## src/rtl/rstgen_pkg.sv

```systemverilog
package rstgen_pkg;
    typedef enum logic {
        PH_ACTIVE   = 1'b0,
        PH_RELEASED = 1'b1
    } rst_phase_t;
endpackage

```

## src/rtl/rstgen_sync.sv

```systemverilog
module rstgen_sync #(
    parameter int STAGES   = 2,
    parameter bit IDLE_LVL = 1'b1
) (
    input  logic clk,
    input  logic arst_n,
    input  logic din,
    output logic dout
);
    logic [STAGES-1:0] chain_d, chain_q;

    always_comb begin
        chain_d = {chain_q[STAGES-2:0], din};
    end

    always_ff @(posedge clk or negedge arst_n) begin
        if (!arst_n) chain_q <= {STAGES{IDLE_LVL}};
        else         chain_q <= chain_d;
    end

    assign dout = chain_q[STAGES-1];
endmodule

```

## src/rtl/rstgen_debounce.sv

```systemverilog
module rstgen_debounce #(
    parameter int DEBOUNCE_CYCLES = 16,
    parameter bit IDLE_LVL        = 1'b1
) (
    input  logic clk,
    input  logic arst_n,
    input  logic din,
    output logic level
);
    localparam int CW = $clog2(DEBOUNCE_CYCLES + 1);

    typedef struct packed {
        logic          level;
        logic [CW-1:0] run;
    } deb_t;

    deb_t st_d, st_q;

    always_comb begin
        st_d = st_q;
        if (din == st_q.level) begin
            st_d.run = '0;
        end else if (st_q.run == CW'(DEBOUNCE_CYCLES - 1)) begin
            st_d.level = din;
            st_d.run   = '0;
        end else begin
            st_d.run = st_q.run + 1'b1;
        end
    end

    always_ff @(posedge clk or negedge arst_n) begin
        if (!arst_n) st_q <= '{level: IDLE_LVL, run: '0};
        else         st_q <= st_d;
    end

    assign level = st_q.level;

    // the accepted level moves only at the end of a full stable run
    a_r5_full_run: assert property (@(posedge clk) disable iff (!arst_n)
        !$stable(st_q.level) |->
            ($past(st_q.run) == CW'(DEBOUNCE_CYCLES - 1)) && ($past(din) != $past(st_q.level)));

    // a run is never longer than the debounce window
    a_r6_run_bounded: assert property (@(posedge clk) disable iff (!arst_n)
        st_q.run < CW'(DEBOUNCE_CYCLES));
endmodule

```

## src/rtl/rstgen_hold.sv

```systemverilog
module rstgen_hold
    import rstgen_pkg::*;
#(
    parameter int HOLD_CYCLES = 1000
) (
    input  logic clk,
    input  logic arst_n,
    input  logic cause,
    output logic asserted
);
    localparam int CW = $clog2(HOLD_CYCLES + 1);

    typedef struct packed {
        rst_phase_t    phase;
        logic [CW-1:0] cnt;
    } hold_t;

    hold_t st_d, st_q;

    always_comb begin
        st_d = st_q;
        if (cause) begin
            st_d.phase = PH_ACTIVE;
            st_d.cnt   = '0;
        end else if (st_q.phase == PH_ACTIVE) begin
            if (st_q.cnt == CW'(HOLD_CYCLES - 1)) begin
                st_d.phase = PH_RELEASED;
                st_d.cnt   = '0;
            end else begin
                st_d.cnt = st_q.cnt + 1'b1;
            end
        end
    end

    always_ff @(posedge clk or negedge arst_n) begin
        if (!arst_n) st_q <= '{phase: PH_ACTIVE, cnt: '0};
        else         st_q <= st_d;
    end

    assign asserted = (st_q.phase == PH_ACTIVE);

    // any cause clears the count and holds reset
    a_r7_restart: assert property (@(posedge clk) disable iff (!arst_n)
        cause |=> (st_q.cnt == '0) && (st_q.phase == PH_ACTIVE));

    // release only after the last count value with no cause present
    a_r2_release_at_end: assert property (@(posedge clk) disable iff (!arst_n)
        $fell(asserted) |-> ($past(st_q.cnt) == CW'(HOLD_CYCLES - 1)) && !$past(cause));

    // counter stays idle once released
    a_r2_idle_when_released: assert property (@(posedge clk) disable iff (!arst_n)
        (st_q.phase == PH_RELEASED) |-> (st_q.cnt == '0));
endmodule

```

## src/rtl/supply_reset_gen.sv

```systemverilog
module supply_reset_gen #(
    parameter int HOLD_CYCLES     = 1000,
    parameter int DEBOUNCE_CYCLES = 16,
    parameter int SYNC_STAGES     = 2
) (
    input  logic clk,
    input  logic arst_n,
    input  logic vcc_ok,
    input  logic mr_raw_n,
    output logic rst_n_o,
    output logic rst_o
);
    logic btn_sync_n;
    logic btn_level_n;
    logic any_cause;
    logic hold_active;

    rstgen_sync #(.STAGES(SYNC_STAGES), .IDLE_LVL(1'b1)) u_sync (
        .clk   (clk),
        .arst_n(arst_n),
        .din   (mr_raw_n),
        .dout  (btn_sync_n)
    );

    rstgen_debounce #(.DEBOUNCE_CYCLES(DEBOUNCE_CYCLES), .IDLE_LVL(1'b1)) u_deb (
        .clk   (clk),
        .arst_n(arst_n),
        .din   (btn_sync_n),
        .level (btn_level_n)
    );

    assign any_cause = !vcc_ok || !btn_level_n;

    rstgen_hold #(.HOLD_CYCLES(HOLD_CYCLES)) u_hold (
        .clk     (clk),
        .arst_n  (arst_n),
        .cause   (any_cause),
        .asserted(hold_active)
    );

    assign rst_n_o = !hold_active;
    assign rst_o   = hold_active;

    // a low supply flag forces reset on the following cycle
    a_r1_supply_low: assert property (@(posedge clk) disable iff (!arst_n)
        !vcc_ok |=> !rst_n_o);

    // an accepted button press forces reset on the following cycle
    a_r3_button_low: assert property (@(posedge clk) disable iff (!arst_n)
        !btn_level_n |=> !rst_n_o);

    // complementary outputs
    a_r8_complement: assert property (@(posedge clk) disable iff (!arst_n)
        rst_o == !rst_n_o);
endmodule

```

## config.mk

```make
export PLATFORM = sky130hd
export DESIGN_NAME = supply_reset_gen
export DESIGN_NICKNAME = d
export VERILOG_FILES = /design/src/rtl/rstgen_pkg.sv /design/src/rtl/rstgen_sync.sv /design/src/rtl/rstgen_debounce.sv /design/src/rtl/rstgen_hold.sv /design/src/rtl/supply_reset_gen.sv
export SDC_FILE = /design/constraint.sdc
export NUM_CORES = 1
export LEC_CHECK = 0
export BUFFER_PORTS_ARGS = -buffer_cell sky130_fd_sc_hd__buf_4
export CORE_MARGIN = 4
export CORE_UTILIZATION = 56
export DETAILED_ROUTE_END_ITERATION = 10
export GPL_ROUTABILITY_DRIVEN = 0
export PLACE_DENSITY = 0.78
export SLEW_MARGIN = 20
export SYNTH_ARGS = -nofsm -noshare
export SYNTH_HDL_FRONTEND = slang
export SYNTH_SLANG_ARGS = --single-unit
```

## constraint.sdc

```tcl
create_clock -name clk -period 2 [get_ports clk]
set_clock_uncertainty 0.15 [all_clocks]
set_input_delay 0.4 -clock clk [delete_from_list [all_inputs] [get_ports clk]]
set_output_delay 0.4 -clock clk [all_outputs]
set_load 0.02 [all_outputs]
```

### Word-level counts from Yosys, hierarchy flattened

Cells that the tools add are included.

| cells by class | value |
|---|---|
| $add $sub $neg | 2 |
| eq/ne operators | 4 |
| muxes and demuxes | 6 |
| bitwise operators | 2 |
| reduce and logical (&&, ||, !) cells | 4 |

Operator list:

| cell | count |
|---|---|
| $mux 11 | 2 |
| $add 10x1->10 const B | 1 |
| $eq 10x10->1 const B | 1 |
| $mux 10 | 1 |
| $mux 5 | 2 |
| $add 5x1->5 const B | 1 |
| $eq 5x4->1 const B | 1 |
| $logic_not 1->1 | 2 |
| $ne 2x2->1 const B | 1 |
| $not 1->1 | 2 |
| $reduce_and 2->1 | 1 |
| $eq 1x1->1 | 1 |
| $logic_or 1x1->1 | 1 |
| $mux 1 | 1 |

| storage, ports and cells | value |
|---|---|
| register bits | 19 |
| input port bits | 4 |
| output and inout bits | 2 |
| logic and storage cells | 23 |

### Depth between registers and ports, before layout

| logic depth | value |
|---|---|
| depth in word-level cells | 4 |
| depth in mapped cells | 6 |
| depth with buffers taken out | 5 |

### By module

Synthesis repeated with hierarchy kept, for this count alone.

| unflattened totals | value |
|---|---|
| cell total of the unflattened synthesis | 92 |
| area, all modules | 943.4 µm² |

By module, submodules not included:

| module | instances | cells an instance | area an instance (µm²) | sequential area each (µm²) |
|---|---|---|---|---|
| rstgen_hold | 1 | 67 | 620.6 | 275.3 |
| rstgen_debounce | 1 | 21 | 262.8 | 151.4 |
| rstgen_sync | 1 | 2 | 52.6 | 52.6 |
| supply_reset_gen | 1 | 2 | 7.5 | 0.0 |

### Least setup slack after synthesis

Ideal clock, no wire load.

| timing | value |
|---|---|
| kind | reg-to-reg |
| start point | register u_hold.st_q[6] (netlist name) |
| end point | register u_hold.st_q[9] (netlist name) |
| library setup time | 0.139 ns |
| arrival time | 1.362 ns |
| data required time | 1.711 ns |
| slack | 0.350 ns |
| stages on the path, launching flop included | 6 |
| cell sequence | dfrtp_1 -> nand4_2 -> or4_4 -> buf_6 -> o21ai_0 -> a311oi_1 |

| between the ends | value |
|---|---|
| word-level cells in the longest chain between the ends | 4 |
| elaborated cells on any way between the ends | 5 |

RTL lines:

| what | line | text |
|---|---|---|
| start, declared | rstgen_hold.sv:18 | `hold_t st_d, st_q;` |
| start signal, assigned | rstgen_hold.sv:36 | `if (!arst_n) st_q <= '{phase: PH_ACTIVE, cnt: '0};` |
| start signal, assigned | rstgen_hold.sv:37 | `else st_q <= st_d;` |
| $add 10x1->10 or $eq 10x10->1 (tied branches) | rstgen_hold.sv:30, rstgen_hold.sv:26 |  |
| $mux 10 (*) | rstgen_hold.sv:26 | `if (st_q.cnt == CW'(HOLD_CYCLES - 1)) begin` |
| $mux 11 (*) | rstgen_hold.sv:25 | `end else if (st_q.phase == PH_ACTIVE) begin` |
| $mux 11 (*) | rstgen_hold.sv:22 | `if (cause) begin` |

Every way passes the cells marked *; elsewhere a longest branch is shown, timed or not. The select of a mux whose other input is x is not followed.
A chain may end at the register's enable or synchronous reset.

### Worst setup path after layout

| timing | value |
|---|---|
| start point | register u_hold.st_q[10] (netlist name) |
| end point | output port rst_o |

| between the ends | value |
|---|---|
| word-level cells in the longest chain between the ends | 1 |

RTL lines:

| what | line | text |
|---|---|---|
| $not 1->1 | rstgen_hold.sv:40 | `assign asserted = (st_q.phase == PH_ACTIVE);` |
| end, declared | supply_reset_gen.sv:11 | `output logic rst_o` |

No other way between the ends.

==> results.yml <==
finish:
  finalNonFillerCells: 112
  fillers: 132
  nets: 103
  layout-drive-gt1-share_pct: 19.8
  insertedDiodeCount: 0
  area_growth_pct: 9.31
worst_hold_path:
  worstHoldPathType: "in -> reg"
sta:
  rsz0062_at_grt: "no"
  fmaxAchievable_mhz: 553
  fin_crit_sh_pct: 90.5
  slew_headroom_pct: 69.3
  period_needed_ns: 1.81
  worst_slack_ns: 0.191
  worstMarginPinSlew_ns: 0.461
  tns_ns: 0
  setup_violations: 0
  maxSlewViolCount: 0
  final_hold_viol_count: 0
place:
  port-buffer-count: 5
  place_ws_ns: 0.312
  dp.final_hpwl_mm: 1.10
  numPlacedInstances: 107
synth:
  ys_seq_area_share_pct: 53.2
  synth-seq-cells: 19
  synthFlopType: "dfrtp_1"
  netlist_area_sq_um: 901
  yosysUniqueCellTypes: 32
  syn_inst: 88
  synth_edf_count: 0
  ys_top_cells_by_area: "dfrtp_1 44%, dfstp_2 8.8%, nand3_1 3.9%, nand2_1 3.3%, nor2_1 2.9%"
  synth_warnings: 0
  syn-num-nets: 94
  synth_top_area_share_pct: 44.4
  ys_async_sr_fraction_pct: 100
  yosys.area.top_type: "dfrtp_1"
  syn_avg_cell_area_sq_um: 10.2
global_route:
  antenna_found_initial: 0
  grt_pass1_vias: 643
  grt_pass1_wl_mm: 2.62
  grt_max_degree: 20
  overflow: 0
  grt_use_total_pct: 16.8
critical_path:
  worst_setup_path_end_kind: "output pin"
  timing.rr.end: "u_hold.st_q[5]"
  path_class: "reg -> out"
  crit_path_start_kind: "flip-flop"
  worstRegToRegCells: 4
  reg2reg_slack_ns: 0.27
  rr_startpoint: "u_hold.st_q[6]"
  cp_data_arrival_time_ns: 1.26
  startpoint: "u_hold.st_q[10]"
  required_ns: 1.45
  crit_fanout: 15
  critical_path.endpoint: "rst_o"
power_and_ir_drop:
  ir_drop_mv: 0.514
  power.total_uw: 618
  p_leak_uw: 0.000445
  powerDensity_nw_per_um2: 627
detailed_routing:
  met3_length_um: 45
  ant_nets: 0
  drc: 0
  routed_wl_mm: 1.58
  top_layer: "met4"
  via_per_inst: 6.02
  wl_met1_um: 721
  drt_iter0_drc: 10
  wl_met2_um: 764
  dr_total_vias: 674
  drt_first_pass_iters: 4
  routedWlPerCell_um: 14.1
die:
  die_area_sq_um: 2310
  num_rows: 14
  die_w_um: 48.1
  start_util_pct: 59.8
  die_h_um: 48.1
  core_area_sq_um: 1510
  pin_count: 6
cts:
  cts_buffer_depth: 2
  h-tree-depth: 1
  post_cts_buffers: 0
  cts-root-buf: "clkbuf_4"
  tritoncts: "built"
  cts.clk_slew.worst_paths_ns: 0.11
  cts-buffers-inserted: 3
  clkLatencyLatePin_ns: 0.31
  cts.sinks: 19
flow_run:
  maxCapViolations: 0
run_status:
  outcome: "finished, final reports clean"
## sequential cells by signal (all words and copies together) (netlist names)
signal / count
u_sync.chain_q: 2
u_hold.st_q: 11
u_deb.st_q: 5
u_deb.level: 1
## synthesized netlist by cell type (all sizes together) (2+ instances only)
| master | instances |
|---|---|
| xor2 | 3 |
| o21ai | 5 |
| or3 | 2 |
| and3 | 2 |
| nor2 | 7 |
| nand2 | 8 |
| inv | 3 |
| nand3 | 7 |
| dfrtp | 16 |
| a31oi | 2 |
| nand4 | 3 |
| clkbuf | 2 |
| dfstp | 3 |
| or4 | 3 |
| xnor2 | 2 |
| a21oi | 6 |
| ha | 2 |
| a311oi | 2 |
| nor4 | 2 |
## repair_timing
item | 4_1_cts | 5_1_grt
resized for setup | 0 | 0
hold buffers | 1 | 0
hold endpoints to repair | 16 | 0
## where the power goes
group	switching, uW	internal [uW]
clock	123	74.7
combinational	13.1	10.1
sequential	4.52	393
total	140	477
## critical path: stages, from the launching register on
cell and delay (ns):
dfrtp_1 0.64, inv_2 0.13, buf_4 0.19
## area by class of cell
cell class / count / area [sq um] / area share, %
clock buffer: 3 / 22.5 / 2.29
clock inverter: 1 / 5.00 / 0.508
inverter: 3 / 11.3 / 1.14
multi-input combinational: 63 / 392 / 39.8
sequential: 19 / 479 / 48.7
tap: 16 / 20.0 / 2.03
timing repair buffer: 7 / 55.1 / 5.59
## placed cells by master (no fill, tap or decap), types with 3 or more instances in the layout
| cell type | netlist | routed |
|---|---|---|
| dfrtp_1 | 16 | 16 |
| nand2_1 | 8 | 8 |
| nand3_1 | 7 | 7 |
| nor2_1 | 7 | 7 |
| buf_4 | 0 | 6 |
| a21oi_1 | 4 | 4 |
| xor2_1 | 3 | 3 |
| o21ai_0 | 3 | 3 |
| clkbuf_4 | 0 | 3 |
| dfstp_2 | 3 | 3 |
## per-layer routing
layer / up-vias / GRT usage, %
met2: 13 / 28.8
met1: 325 / 19.1
met5: - / 0
met4: 0 / 11.3
met3: 5 / 2.58
li1: 331 / -
## logic make-up (layout without fill, tap and decap cells)
family                   after synthesis  count (layout)  share of synthesized area, %
AND/OR/NAND/NOR                       40              40                          24.3
AO/OA/AOI/OAI                         15              15                          10.3
buffers and inverters                  6              14                          3.33
adder cells (fa/ha/maj)                2               2                          2.78
flip-flops                            19              19                          53.2
XOR/XNOR                               5               5                          4.86
multiplexers                           1               1                          1.25
## worst min path at each step
stage	startpoint	to	slack, ns	depth (start not counted)
2_1_floorplan	arst_n	u_deb.st_q[0]	-0.05	0
3_3_place_gp	arst_n	u_deb.st_q[2]	0.13	1
3_5_place_dp	arst_n	u_deb.st_q[2]	0.13	1
4_1_cts	mr_raw_n	u_sync.chain_q[0]	0.03	1
5_1_grt	mr_raw_n	u_sync.chain_q[0]	0.02	1
6_report	mr_raw_n	u_sync.chain_q[0]	0.04	1
## per-stage QoR
step	utilization [%]	cell area (sq um)	hold WS [ns]
floorplan	-	901	-0.0456
global placement	62.9	947	0.133
detailed placement	62.9	947	0.134
CTS	65.4	985	0.0327
global route	65.4	985	0.0217
finish	65.4	985	0.0390
Power figures use the tool's default switching activity.
